==> src/rtl/wpc_pkg.sv <==
package wpc_pkg;

   typedef enum logic [1:0] {
      KIND_NONE = 2'd0,
      KIND_FAST = 2'd1,
      KIND_SLOW = 2'd2,
      KIND_MISS = 2'd3
   } wpc_kind_e;

   typedef enum logic [1:0] {
      PH_IDLE = 2'd0,
      PH_RUN  = 2'd1,
      PH_DONE = 2'd2
   } wpc_phase_e;

endpackage

==> src/rtl/wpc_addr_map.sv <==
module wpc_addr_map #(
   parameter int LINE_W = 26,
   parameter int SET_W  = 12,
   parameter int SPR_W  = 2,
   parameter int CPS_W  = 3,
   parameter int WAYS   = 7,
   localparam int TAG_W = LINE_W - SET_W,
   localparam int ROW_W = SET_W - SPR_W,
   localparam int COL_W = SPR_W + CPS_W,
   localparam int WAY_W = CPS_W
) (
   input  logic [LINE_W-1:0] line_addr,
   output logic [SET_W-1:0]  set_idx,
   output logic [TAG_W-1:0]  tag,
   output logic [ROW_W-1:0]  row,
   output logic [COL_W-1:0]  base_col,
   output logic [WAY_W-1:0]  static_way
);

   logic [WAY_W-1:0] raw_way;

   assign set_idx  = line_addr[SET_W-1:0];
   assign tag      = line_addr[LINE_W-1:SET_W];
   assign row      = set_idx[SET_W-1:SPR_W];
   assign base_col = {set_idx[SPR_W-1:0], {CPS_W{1'b0}}};
   assign raw_way  = tag[WAY_W-1:0];

   // Ways that fall outside the data columns fold back into range.
   generate
      if (WAYS == (1 << WAY_W)) begin : g_direct
         assign static_way = raw_way;
      end else begin : g_fold
         localparam logic [WAY_W-1:0] WAYS_V = WAY_W'(WAYS);
         assign static_way = (raw_way >= WAYS_V) ? (raw_way - WAYS_V) : raw_way;
      end
   endgenerate

endmodule

==> src/rtl/wpc_tag_cmp.sv <==
module wpc_tag_cmp #(
   parameter int WAYS  = 7,
   parameter int TAG_W = 14,
   parameter int WAY_W = 3,
   localparam int ENT_W = TAG_W + 4,
   localparam int SLOTS = 1 << WAY_W
) (
   input  logic [WAYS*ENT_W-1:0] tag_blk,
   input  logic [TAG_W-1:0]      req_tag,
   input  logic [WAY_W-1:0]      static_way,
   output logic                  pred_hit,
   output logic                  other_hit,
   output logic [WAY_W-1:0]      hit_way,
   output logic [1:0]            sel_rrpv,
   output logic                  sel_remap
);

   logic [SLOTS-1:0] hit_vec;
   logic [1:0]       rrpv_arr  [SLOTS];
   logic             remap_arr [SLOTS];
   logic [WAY_W-1:0] sel_way;

   generate
      for (genvar w = 0; w < SLOTS; w++) begin : g_slot
         if (w < WAYS) begin : g_way
            logic [ENT_W-1:0] ent;
            assign ent          = tag_blk[w*ENT_W +: ENT_W];
            assign hit_vec[w]   = ent[0] && (ent[ENT_W-1:4] == req_tag);
            assign rrpv_arr[w]  = ent[3:2];
            assign remap_arr[w] = ent[1];
         end else begin : g_pad
            assign hit_vec[w]   = 1'b0;
            assign rrpv_arr[w]  = 2'b00;
            assign remap_arr[w] = 1'b0;
         end
      end
   endgenerate

   // Lowest numbered non-predicted way wins among secondary matches.
   always_comb begin
      pred_hit  = 1'b0;
      other_hit = 1'b0;
      hit_way   = '0;
      for (int w = SLOTS - 1; w >= 0; w--) begin
         if (WAY_W'(w) == static_way) begin
            pred_hit = hit_vec[w];
         end else if (hit_vec[w]) begin
            other_hit = 1'b1;
            hit_way   = WAY_W'(w);
         end
      end
   end

   assign sel_way   = (!pred_hit && other_hit) ? hit_way : static_way;
   assign sel_rrpv  = rrpv_arr[sel_way];
   assign sel_remap = remap_arr[sel_way];

endmodule

==> src/rtl/wpc_ctrl.sv <==
module wpc_ctrl
   import wpc_pkg::*;
#(
   parameter int ADDR_W    = 32,
   parameter int ROW_W     = 10,
   parameter int COL_W     = 5,
   parameter int WAY_W     = 3,
   parameter int TAG_BLK_W = 126,
   parameter int BLK_W     = 512
) (
   input  logic                 clk,
   input  logic                 rst_n,
   input  logic                 req_valid,
   output logic                 req_ready,
   input  logic [ADDR_W-1:0]    req_addr,
   output logic [ADDR_W-1:0]    addr_q,
   input  logic [ROW_W-1:0]     map_row,
   input  logic [COL_W-1:0]     map_base,
   input  logic [WAY_W-1:0]     map_sway,
   output logic                 cmd_valid,
   input  logic                 cmd_ready,
   output logic [ROW_W-1:0]     cmd_row,
   output logic [COL_W-1:0]     cmd_col,
   input  logic                 rd_valid,
   input  logic [BLK_W-1:0]     rd_data,
   output logic [TAG_BLK_W-1:0] tag_q,
   input  logic                 pred_hit,
   input  logic                 other_hit,
   input  logic [WAY_W-1:0]     hit_way,
   input  logic [1:0]           sel_rrpv,
   input  logic                 sel_remap,
   output logic                 res_valid,
   output logic [1:0]           res_kind,
   output logic [WAY_W-1:0]     res_way,
   output logic [1:0]           res_rrpv,
   output logic                 res_remap,
   output logic [BLK_W-1:0]     res_data
);

   wpc_phase_e       phase;
   logic [1:0]       iss_cnt;
   logic [1:0]       rcv_cnt;
   logic [BLK_W-1:0] data_q;
   wpc_kind_e        kind_now;
   wpc_kind_e        res_kind_q;
   logic [WAY_W-1:0] res_way_q;
   logic [1:0]       res_rrpv_q;
   logic             res_remap_q;
   logic             done;
   logic             run;

   assign run = (phase == PH_RUN);

   // The tag block is the first return; classification is valid after it.
   always_comb begin
      if (rcv_cnt == 2'd0)  kind_now = KIND_NONE;
      else if (pred_hit)    kind_now = KIND_FAST;
      else if (other_hit)   kind_now = KIND_SLOW;
      else                  kind_now = KIND_MISS;
   end

   // Tag and predicted reads need nothing from the compare; the third waits for it.
   always_comb begin
      cmd_valid = 1'b0;
      cmd_col   = map_base;
      case (iss_cnt)
         2'd0: begin
            cmd_valid = run;
            cmd_col   = map_base;
         end
         2'd1: begin
            cmd_valid = run;
            cmd_col   = map_base + COL_W'(map_sway) + COL_W'(1);
         end
         2'd2: begin
            cmd_valid = run && (kind_now == KIND_SLOW);
            cmd_col   = map_base + COL_W'(hit_way) + COL_W'(1);
         end
         default: begin
            cmd_valid = 1'b0;
            cmd_col   = map_base;
         end
      endcase
   end

   assign cmd_row = map_row;

   assign done = run && (((rcv_cnt == 2'd2) && (kind_now != KIND_SLOW)) ||
                         (rcv_cnt == 2'd3));

   always_ff @(posedge clk or negedge rst_n) begin
      if (!rst_n) begin
         phase       <= PH_IDLE;
         iss_cnt     <= '0;
         rcv_cnt     <= '0;
         addr_q      <= '0;
         tag_q       <= '0;
         data_q      <= '0;
         res_kind_q  <= KIND_NONE;
         res_way_q   <= '0;
         res_rrpv_q  <= '0;
         res_remap_q <= 1'b0;
      end else begin
         case (phase)
            PH_IDLE: begin
               if (req_valid) begin
                  addr_q  <= req_addr;
                  iss_cnt <= '0;
                  rcv_cnt <= '0;
                  phase   <= PH_RUN;
               end
            end
            PH_RUN: begin
               if (cmd_valid && cmd_ready) begin
                  iss_cnt <= iss_cnt + 2'd1;
               end
               if (rd_valid) begin
                  if (rcv_cnt == 2'd0) tag_q  <= rd_data[TAG_BLK_W-1:0];
                  else                 data_q <= rd_data;
                  rcv_cnt <= rcv_cnt + 2'd1;
               end
               if (done) begin
                  res_kind_q  <= kind_now;
                  res_way_q   <= (kind_now == KIND_SLOW) ? hit_way : map_sway;
                  res_rrpv_q  <= sel_rrpv;
                  res_remap_q <= sel_remap;
                  phase       <= PH_DONE;
               end
            end
            default: begin
               phase <= PH_IDLE;
            end
         endcase
      end
   end

   assign req_ready = (phase == PH_IDLE);
   assign res_valid = (phase == PH_DONE);
   assign res_kind  = res_kind_q;
   assign res_way   = res_way_q;
   assign res_rrpv  = res_rrpv_q;
   assign res_remap = res_remap_q;
   assign res_data  = data_q;

endmodule

==> src/rtl/wpc_lookup.sv <==
module wpc_lookup
   import wpc_pkg::*;
#(
   parameter int ADDR_W       = 32,
   parameter int OFF_W        = 6,
   parameter int SET_W        = 12,
   parameter int SETS_PER_ROW = 4,
   parameter int COLS_PER_SET = 8,
   parameter int BLK_W        = 512,
   localparam int SPR_W     = $clog2(SETS_PER_ROW),
   localparam int CPS_W     = $clog2(COLS_PER_SET),
   localparam int WAY_W     = CPS_W,
   localparam int WAYS      = COLS_PER_SET - 1,
   localparam int LINE_W    = ADDR_W - OFF_W,
   localparam int TAG_W     = LINE_W - SET_W,
   localparam int ENT_W     = TAG_W + 4,
   localparam int TAG_BLK_W = WAYS * ENT_W,
   localparam int ROW_W     = SET_W - SPR_W,
   localparam int COL_W     = SPR_W + CPS_W
) (
   input  logic              clk,
   input  logic              rst_n,
   input  logic              req_valid,
   output logic              req_ready,
   input  logic [ADDR_W-1:0] req_addr,
   output logic              cmd_valid,
   input  logic              cmd_ready,
   output logic [ROW_W-1:0]  cmd_row,
   output logic [COL_W-1:0]  cmd_col,
   input  logic              rd_valid,
   input  logic [BLK_W-1:0]  rd_data,
   output logic              res_valid,
   output logic [1:0]        res_kind,
   output logic [WAY_W-1:0]  res_way,
   output logic [SET_W-1:0]  res_set,
   output logic [WAY_W-1:0]  res_static_way,
   output logic [1:0]        res_rrpv,
   output logic              res_remap,
   output logic [ADDR_W-1:0] res_addr,
   output logic [BLK_W-1:0]  res_data
);

   generate
      if (SETS_PER_ROW < 2 || (1 << SPR_W) != SETS_PER_ROW) begin : g_bad_spr
         $error("SETS_PER_ROW must be a power of two, at least 2");
      end
      if (COLS_PER_SET < 2 || (1 << CPS_W) != COLS_PER_SET) begin : g_bad_cps
         $error("COLS_PER_SET must be a power of two, at least 2");
      end
      if (TAG_BLK_W > BLK_W) begin : g_bad_blk
         $error("tag entries do not fit in one block");
      end
      if (TAG_W < WAY_W || SET_W <= SPR_W) begin : g_bad_addr
         $error("address split leaves too few tag or row bits");
      end
   endgenerate

   logic [ADDR_W-1:0]    addr_q;
   logic [TAG_W-1:0]     req_tag;
   logic [ROW_W-1:0]     map_row;
   logic [COL_W-1:0]     map_base;
   logic [WAY_W-1:0]     map_sway;
   logic [TAG_BLK_W-1:0] tag_q;
   logic                 pred_hit;
   logic                 other_hit;
   logic [WAY_W-1:0]     hit_way;
   logic [1:0]           sel_rrpv;
   logic                 sel_remap;

   wpc_addr_map #(
      .LINE_W (LINE_W),
      .SET_W  (SET_W),
      .SPR_W  (SPR_W),
      .CPS_W  (CPS_W),
      .WAYS   (WAYS)
   ) u_map (
      .line_addr  (addr_q[ADDR_W-1:OFF_W]),
      .set_idx    (res_set),
      .tag        (req_tag),
      .row        (map_row),
      .base_col   (map_base),
      .static_way (map_sway)
   );

   wpc_tag_cmp #(
      .WAYS  (WAYS),
      .TAG_W (TAG_W),
      .WAY_W (WAY_W)
   ) u_cmp (
      .tag_blk    (tag_q),
      .req_tag    (req_tag),
      .static_way (map_sway),
      .pred_hit   (pred_hit),
      .other_hit  (other_hit),
      .hit_way    (hit_way),
      .sel_rrpv   (sel_rrpv),
      .sel_remap  (sel_remap)
   );

   wpc_ctrl #(
      .ADDR_W    (ADDR_W),
      .ROW_W     (ROW_W),
      .COL_W     (COL_W),
      .WAY_W     (WAY_W),
      .TAG_BLK_W (TAG_BLK_W),
      .BLK_W     (BLK_W)
   ) u_ctrl (
      .clk       (clk),
      .rst_n     (rst_n),
      .req_valid (req_valid),
      .req_ready (req_ready),
      .req_addr  (req_addr),
      .addr_q    (addr_q),
      .map_row   (map_row),
      .map_base  (map_base),
      .map_sway  (map_sway),
      .cmd_valid (cmd_valid),
      .cmd_ready (cmd_ready),
      .cmd_row   (cmd_row),
      .cmd_col   (cmd_col),
      .rd_valid  (rd_valid),
      .rd_data   (rd_data),
      .tag_q     (tag_q),
      .pred_hit  (pred_hit),
      .other_hit (other_hit),
      .hit_way   (hit_way),
      .sel_rrpv  (sel_rrpv),
      .sel_remap (sel_remap),
      .res_valid (res_valid),
      .res_kind  (res_kind),
      .res_way   (res_way),
      .res_rrpv  (res_rrpv),
      .res_remap (res_remap),
      .res_data  (res_data)
   );

   assign res_static_way = map_sway;
   assign res_addr       = addr_q;

endmodule

==> config.mk <==
export PLATFORM = sky130hd
export DESIGN_NAME = wpc_lookup
export DESIGN_NICKNAME = d
export VERILOG_FILES = /design/src/rtl/wpc_pkg.sv /design/src/rtl/wpc_addr_map.sv /design/src/rtl/wpc_tag_cmp.sv /design/src/rtl/wpc_ctrl.sv /design/src/rtl/wpc_lookup.sv
export SDC_FILE = /design/constraint.sdc
export NUM_CORES = 1
export LEC_CHECK = 0
export BUFFER_PORTS_ARGS = -buffer_cell sky130_fd_sc_hd__buf_4
export CORE_AREA = 2 2 439 441
export CTS_BUF_LIST = sky130_fd_sc_hd__clkbuf_16
export DETAILED_ROUTE_END_ITERATION = 10
export DIE_AREA = 0 0 441 443
export HOLD_SLACK_MARGIN = 0.1
export SYNTH_ARGS = -nofsm -noshare
export SYNTH_HDL_FRONTEND = slang
export SYNTH_SLANG_ARGS = --single-unit
export TNS_END_PERCENT = 10
==> constraint.sdc <==
create_clock -name clk -period 5 [get_ports clk]
set_input_delay 0.25 -clock clk [delete_from_list [all_inputs] [get_ports clk]]
set_output_delay 0.25 -clock clk [all_outputs]
set_load 0.01 [all_outputs]
* Word-level counts from Yosys, hierarchy flattened
Index checks and enable logic that the tools add are counted.
Operators by class: $add $sub $neg 7, order comparisons 2, equal/unequal tests 25, muxes and demuxes 57, bitwise gates (word level) 2, reduce and logical (&&, ||, !) cells 27
Operators with widths (number):
- $eq A14 B14 Y1 | 7
- $mux W3 | 17
- $mux W1 | 24
- $mux W2 | 9
- $logic_and A1 B1 Y1 | 12
- $pmux W2 S2 | 3
- $reduce_and A3 Y1 | 4
- $add A5 B1 Y5 const B | 2
- $add A5 B3 Y5 | 2
- $eq A2 B2 Y1 const B | 5
- $pmux W5 S2 | 1
- $eq A3 B3 Y1 const A | 3
- $ne A2 B2 Y1 const B | 4
- $bmux W2 S3 | 1
- $eq A2 B3 Y1 const A | 2
- $logic_not A2 Y1 | 3
- $reduce_and A2 Y1 | 3
- $add A2 B1 Y2 const B | 2
- $eq A2 B1 Y1 const B | 2
- $ge A4 B4 Y1 const B | 1
- $not A3 Y4 | 1
- $bmux W1 S3 | 1
- $eq A1 B3 Y1 const A | 1
- $ge A3 B3 Y1 const B | 1
- other kinds (9) | 9
Storage, ports and cells: flip-flop bits (word level) 684, input port bits 549, output and inout port bits 585, logic and storage cells 130

* Logic depth before layout (Yosys ltp)
word-level depth 25, gate-level depth with buffers 16, gate-level depth less buffers 16

* By module
From an unflattened synthesis, not the netlist that was laid out.
Second synthesis, totals: cell total of the unflattened synthesis 1827, area, all modules 28481.1 um2
By module, submodules not included:
- wpc_ctrl | times used 1, cells each 1539, area an instance 26200.1 um2, seq. area each 17116.4 um2
- wpc_tag_cmp | times used 1, cells each 236, area an instance 1886.8 um2, seq. area each 0.0 um2
- wpc_addr_map | times used 1, cells each 52, area an instance 394.1 um2, seq. area each 0.0 um2

* Worst setup path after synthesis
No wires, ideal clock.
path kind reg-to-reg, from register u_ctrl.addr_q[18], to register u_ctrl.iss_cnt[0], library setup time 0.127 ns, arrival 3.600 ns, data required time 4.873 ns, setup slack 1.273 ns, stages on the path, launching flop included 15, buffers on the path 1, clock period less this slack 3.727 ns, path through dfrtp_1 > ha_1 > ha_1 > o22ai_1 > inv_1 > ha_1 > ha_1 > a31oi_1 > nand3_1 > a221o_1 > buf_6 > o31a_1 > nor3_2 > nand2_1 > mux2_1
Between the ends: word-level cells in the longest chain between the ends 25, elaborated cells between the ends (all ways) 54, classes of those cells 1 x add/sub; 1 x order compare; 15 x eq/ne; 26 x mux; 11 x reduce/logical
RTL lines:
- start, declared | RTL line wpc_ctrl.sv:16 | output logic [ADDR_W-1:0] addr_q,
- start signal, assigned | RTL line wpc_ctrl.sv:107 | addr_q <= req_addr;
- $sub A3 B3 Y3 / $ge A3 B3 Y1 (equally long branches) | RTL line wpc_addr_map.sv:34 | assign static_way = (raw_way >= WAYS_V) ? (raw_way - WAYS_V) : raw_way;
- $mux W3 (*) | RTL line wpc_addr_map.sv:34
- via res_static_way[1] | RTL line wpc_lookup.sv:36 | output logic [WAY_W-1:0] res_static_way,
- $eq A3 B3 Y1 | RTL line wpc_tag_cmp.sv:45 | if (WAY_W'(w) == static_way) begin
- $mux W1 | RTL line wpc_tag_cmp.sv:45
- $mux W1 | RTL line wpc_tag_cmp.sv:47 | end else if (hit_vec[w]) begin
- $mux W1 | RTL line wpc_tag_cmp.sv:45
- $mux W1 | RTL line wpc_tag_cmp.sv:47
- [... 11 more ...]
- $mux W2 (*) | RTL line wpc_ctrl.sv:56 | if (rcv_cnt == 2'd0) kind_now = KIND_NONE;
- $eq A2 B2 Y1 (*) | RTL line wpc_ctrl.sv:76 | cmd_valid = run && (kind_now == KIND_SLOW);
- $logic_and A1 B1 Y1 (*) | RTL line wpc_ctrl.sv:76
- $pmux W1 S2 (*) | RTL line wpc_ctrl.sv:66 | case (iss_cnt)
- via cmd_valid | RTL line wpc_lookup.sv:26 | output logic cmd_valid,
- $logic_and A1 B1 Y1 (*) | RTL line wpc_ctrl.sv:114 | if (cmd_valid && cmd_ready) begin
- $ne A2 B2 Y1 (no source line) (*)
- $reduce_and A3 Y1 (no source line) (*)
- end signal, assigned | RTL line wpc_ctrl.sv:115 | iss_cnt <= iss_cnt + 2'd1;
- end, declared | RTL line wpc_ctrl.sv:41 | logic [1:0] iss_cnt;
The timed path passes the listed nets; every way through them passes the cells marked *. A chain may end at the register's enable or synchronous reset.

* Worst setup path in the final report
from register u_ctrl.addr_q[20], to output cmd_col[4]
Between the ends: word-level cells in the longest chain between the ends 19, elaborated cells between the ends (all ways) 43, classes of those cells 5 x add/sub; 1 x order compare; 13 x eq/ne; 16 x mux; 8 x reduce/logical
RTL lines:
- $sub A3 B3 Y3, or another cell as far along | RTL line wpc_addr_map.sv:34
- $mux W3 / $logic_and A1 B1 Y1 (equally long branches) | RTL line wpc_addr_map.sv:34, wpc_tag_cmp.sv:28
- $eq A3 B3 Y1 / $mux W3 (equally long branches) | RTL line wpc_tag_cmp.sv:45, wpc_tag_cmp.sv:47
- $mux W3 | RTL line wpc_tag_cmp.sv:45
- $mux W3 | RTL line wpc_tag_cmp.sv:47
- $mux W3 | RTL line wpc_tag_cmp.sv:45
- $mux W3 | RTL line wpc_tag_cmp.sv:47
- $mux W3 | RTL line wpc_tag_cmp.sv:45
- [... 3 more ...]
- $mux W3 | RTL line wpc_tag_cmp.sv:45
- $mux W3 | RTL line wpc_tag_cmp.sv:47
- $mux W3 | RTL line wpc_tag_cmp.sv:45
- $mux W3 | RTL line wpc_tag_cmp.sv:47
- $mux W3 | RTL line wpc_tag_cmp.sv:45
- $add A5 B3 Y5 | RTL line wpc_ctrl.sv:77 | cmd_col = map_base + COL_W'(hit_way) + COL_W'(1);
- $add A5 B1 Y5 | RTL line wpc_ctrl.sv:77
- $pmux W5 S2 (*) | RTL line wpc_ctrl.sv:66
- end, declared | RTL line wpc_lookup.sv:29 | output logic [COL_W-1:0] cmd_col,
Every way passes the cells marked *; elsewhere a longest branch is shown, timed or not.

==> results.yml <==
synthesis:
  ys_warn_count: 0
  synth_compound_area_share_pct: 1.54
  synth.avg_cell_area_um2: 14.7
  synthXorXnorAreaFrac_pct: 3.12
  synth_edf_count: 0
  yosys.area_share.simple_pct: 4.28
  postSynthCellCount: 1893
  ys.flop_type: "dfrtp_1"
  ys_seq_area_share_pct: 61.6
  yosysUniqueCellTypes: 51
  synth_mux_area_share_pct: 26.6
  synth_area_mm2: 0.0278
  synth_top_family_by_area: "multiplexers"
  synth_seq_cells: 684
  synth-async-reset-ratio_pct: 100
  synth_fp_nets: 2457
  synthAdderAreaFrac_pct: 0.675
outcome:
  status: "completed"
clock_network:
  htree_levels: 3
  cts_buffer_depth: 3
  clk_latency_ns: 0.72
  clockRootBuffer: "clkbuf_16"
  cts.sinks: 684
  numCtsBuffers: 87
  post-cts-setup-buffer-count: 0
  cts_tree: "built"
  path_clk_slew_ns: 0.06
setup_path:
  endpoint: "cmd_col[4]"
  worstPathRequired_ns: 4.75
  endpoint_kind: "primary output"
  path_class: "reg -> out"
  r2r_start: "u_ctrl.addr_q[20]$_DFFE_PN0P_"
  cp-start-kind: "flip-flop"
  rr_worst_depth: 13
  cp.arrival_ns: 4.44
  regToRegSetupSlack_ns: 0.59
  worstPathMaxFanout: 13
  crit_path_start: "u_ctrl.addr_q[20]$_DFFE_PN0P_"
  r2r-end: "u_ctrl.res_rrpv[0]$_DFFE_PN0P_"
power_and_ir_drop:
  p_leak_uw: 0.0212
  p_per_area_mw_per_mm2: 647
  p_switching_uw: 11700
  pwr-share-seq_pct: 35.0
  sw_frac_of_total_pct: 37.7
  peakVddDrop_uv: 343
  combPwrFrac_pct: 43.8
  p_clk_share_pct: 21.2
  internal-power_uw: 19300
finish:
  fin_cells: 6200
  area_growth_syn_to_layout_pct: 72.1
  drive_gt1_share_pct: 53.7
  final_common_cell: "buf_4"
  fin_nets: 4148
  layout_common_cells: "1157 x buf_4, 683 x dfrtp_1, 642 x mux2_2, 549 x dlygate4sd3_1, 123 x nand2_1"
floorplan:
  ioPinCount: 1134
  core_mm2: 0.191
  start_util_pct: 14.5
  dieArea_mm2: 0.195
  rows: 161
  chipWidth_um: 441
  fp.dieH_um: 443
global_route:
  antenna_found_initial: 68
  grt_max_degree: 138
  grt-ovfl-total: 0
  grt_pass1_wl_um: 203000
  grt_pass1_vias: 24700
  grt_usage_pct: 15.0
timing:
  rsz0062_at_grt: "no"
  period_share_pct: 93.9
  skew_ns: 0.0224
  whs_ns: 0.179
  fin_tns_setup_ns: 0
  hold_violations: 0
  drv_slew: 0
  max_freq_mhz: 213
  fin_crit_ns: 4.69
  tightest_slew_ns: 0.914
  maxSlewHeadroom_pct: 39.0
  setup_violations: 0
route:
  routed_wl_um: 151000
  route.vias.total: 23400
  antenna_left: 0
  dr.pass1.iters: 5
  detail_route.wl_per_cell_um: 24.4
  drtIter0Drc: 1465
  post_drt_via_cell_ratio: 3.78
  drc: 0
place:
  port-buffer-count: 1133
  gp_congestion: 0.974
  place_inst: 5472
  hpwl_um: 121000
worst_hold_path:
  hp-class: "in -> async"
run:
  drv_cap: 0
-- worst max-delay path, stage by stage (launching register included) --
cell       delay (ns)
dfrtp_2          0.59
ha_1             0.31
mux2_2           0.45
inv_1            0.21
ha_1             0.22
ha_1             0.27
nor2_1           0.07
a2bb2oi_1        0.15
o21ai_1          0.34
inv_1            0.17
ha_1             0.25
nand2_1          0.07
nor2_1           0.05
a31oi_1          0.15
a21bo_2          0.25
buf_4            0.15
-- synthesized netlist by cell type, types with 3 or more instances --
master	n	share of area, %
o22ai_1	6	0.14
or4_1	4	0.11
mux2i_1	12	0.43
dfrtp_1	684	62
clkbuf_1	79	1.1
buf_4	27	0.73
a21boi_0	4	0.11
inv_1	15	0.20
xnor2_1	99	3.1
and3_1	3	0.068
a31oi_1	3	0.068
o21ai_0	8	0.14
a21oi_1	11	0.20
nand3_1	25	0.45
nor4_1	10	0.23
a2bb2oi_1	3	0.095
buf_2	9	0.16
nand4_1	38	0.86
nand2_1	124	1.7
mux2_2	642	26
nor2_1	13	0.18
ha_1	15	0.68
nand2b_1	4	0.090
a22o_1	3	0.095
nor3_1	3	0.054
a22oi_1	5	0.14
and2_1	4	0.090
nor2b_1	9	0.20
o221a_2	4	0.16
-- per-stage QoR --
| step | setup WS [ns] | utilization [%] | instance area (um2) | total power (uW) |
|---|---|---|---|---|
| finish | 0.305 | 25.0 | 47900 | 30900 |
| CTS | 0.0773 | 25.0 | 47800 | 31300 |
| floorplan | 1.27 | - | 27800 | 16500 |
| global placement | 0.783 | 20.6 | 39400 | 23900 |
| detailed placement | 0.681 | 20.6 | 39400 | 24100 |
| global route | 0.0117 | 25.0 | 47800 | 32500 |
-- flip-flops by register name, indices dropped and copies added, names as in the netlist --
register	cells
u_ctrl.addr_q	32
u_ctrl.res_way	3
u_ctrl.tag_q	126
u_ctrl.iss_cnt	2
u_ctrl.res_rrpv	2
u_ctrl.phase	2
u_ctrl.rcv_cnt	2
u_ctrl.res_kind	2
u_ctrl.res_remap	1
u_ctrl.res_data	512
-- how the worst min path moves through the flow --
stage,slack (ns),from,end
final,0.18,rst_n,u_ctrl.res_way[0]$_DFFE_PN0P_
after global routing,0.21,rst_n,u_ctrl.res_rrpv[0]$_DFFE_PN0P_
after CTS,0.16,rst_n,u_ctrl.addr_q[19]$_DFFE_PN0P_
after detailed placement,0.39,rst_n,u_ctrl.res_rrpv[0]$_DFFE_PN0P_
after global placement,0.38,rst_n,u_ctrl.res_way[0]$_DFFE_PN0P_
after floorplan,-0.05,rst_n,u_ctrl.addr_q[0]$_DFFE_PN0P_
-- power groups by stage --
stage | Sequential, uW | Combinational, uW | Clock, uW
6_report | 10800 | 13500 | 6550
5_1_grt | 11100 | 14400 | 6980
4_1_cts | 10800 | 13700 | 6780
3_5_place_dp | 10900 | 13200 | 0
3_3_place_gp | 10800 | 13100 | 0
2_1_floorplan | 10900 | 5570 | 0
-- cell families after synthesis --
group | count (synthesis)
DFF | 684
and+or+nand+nor | 246
muxes | 656
buffers and inverters | 133
xor gates and xnor gates | 99
adders and majority gates | 15
AOI/OAI and AO/OA | 60
-- metal layers --
layer  global-route usage, %  share of wire, %  wire length, um  up-vias
met3                    4.28               7.3            11000      274
met4                    5.81               3.6             5450        2
met2                    26.4                52            78000      991
li1                        -                 -                -    10100
met5                       0            0.0059                9        -
met1                    17.0                38            56900    12100
-- timing repair --
item                                   4_1_cts  5_1_grt
gates resized for setup                      0        1
setup endpoints to repair                    0        3
hold buffers                               549        0
endpoints found under the hold margin      754        0
-- final cells by class --
cell class / count / area, um2
diodes: 18 / 45.0
clock buffers: 87 / 2180
clock inverters: 74 / 753
fillers: 20000 / 143000
inverters: 16 / 60.1
multi-input cells: 1076 / 10100
flip-flops and latches: 684 / 17100
well taps: 2526 / 3160
repair buffers: 1719 / 14400
Note: power is estimated with default switching activity, not from simulation.
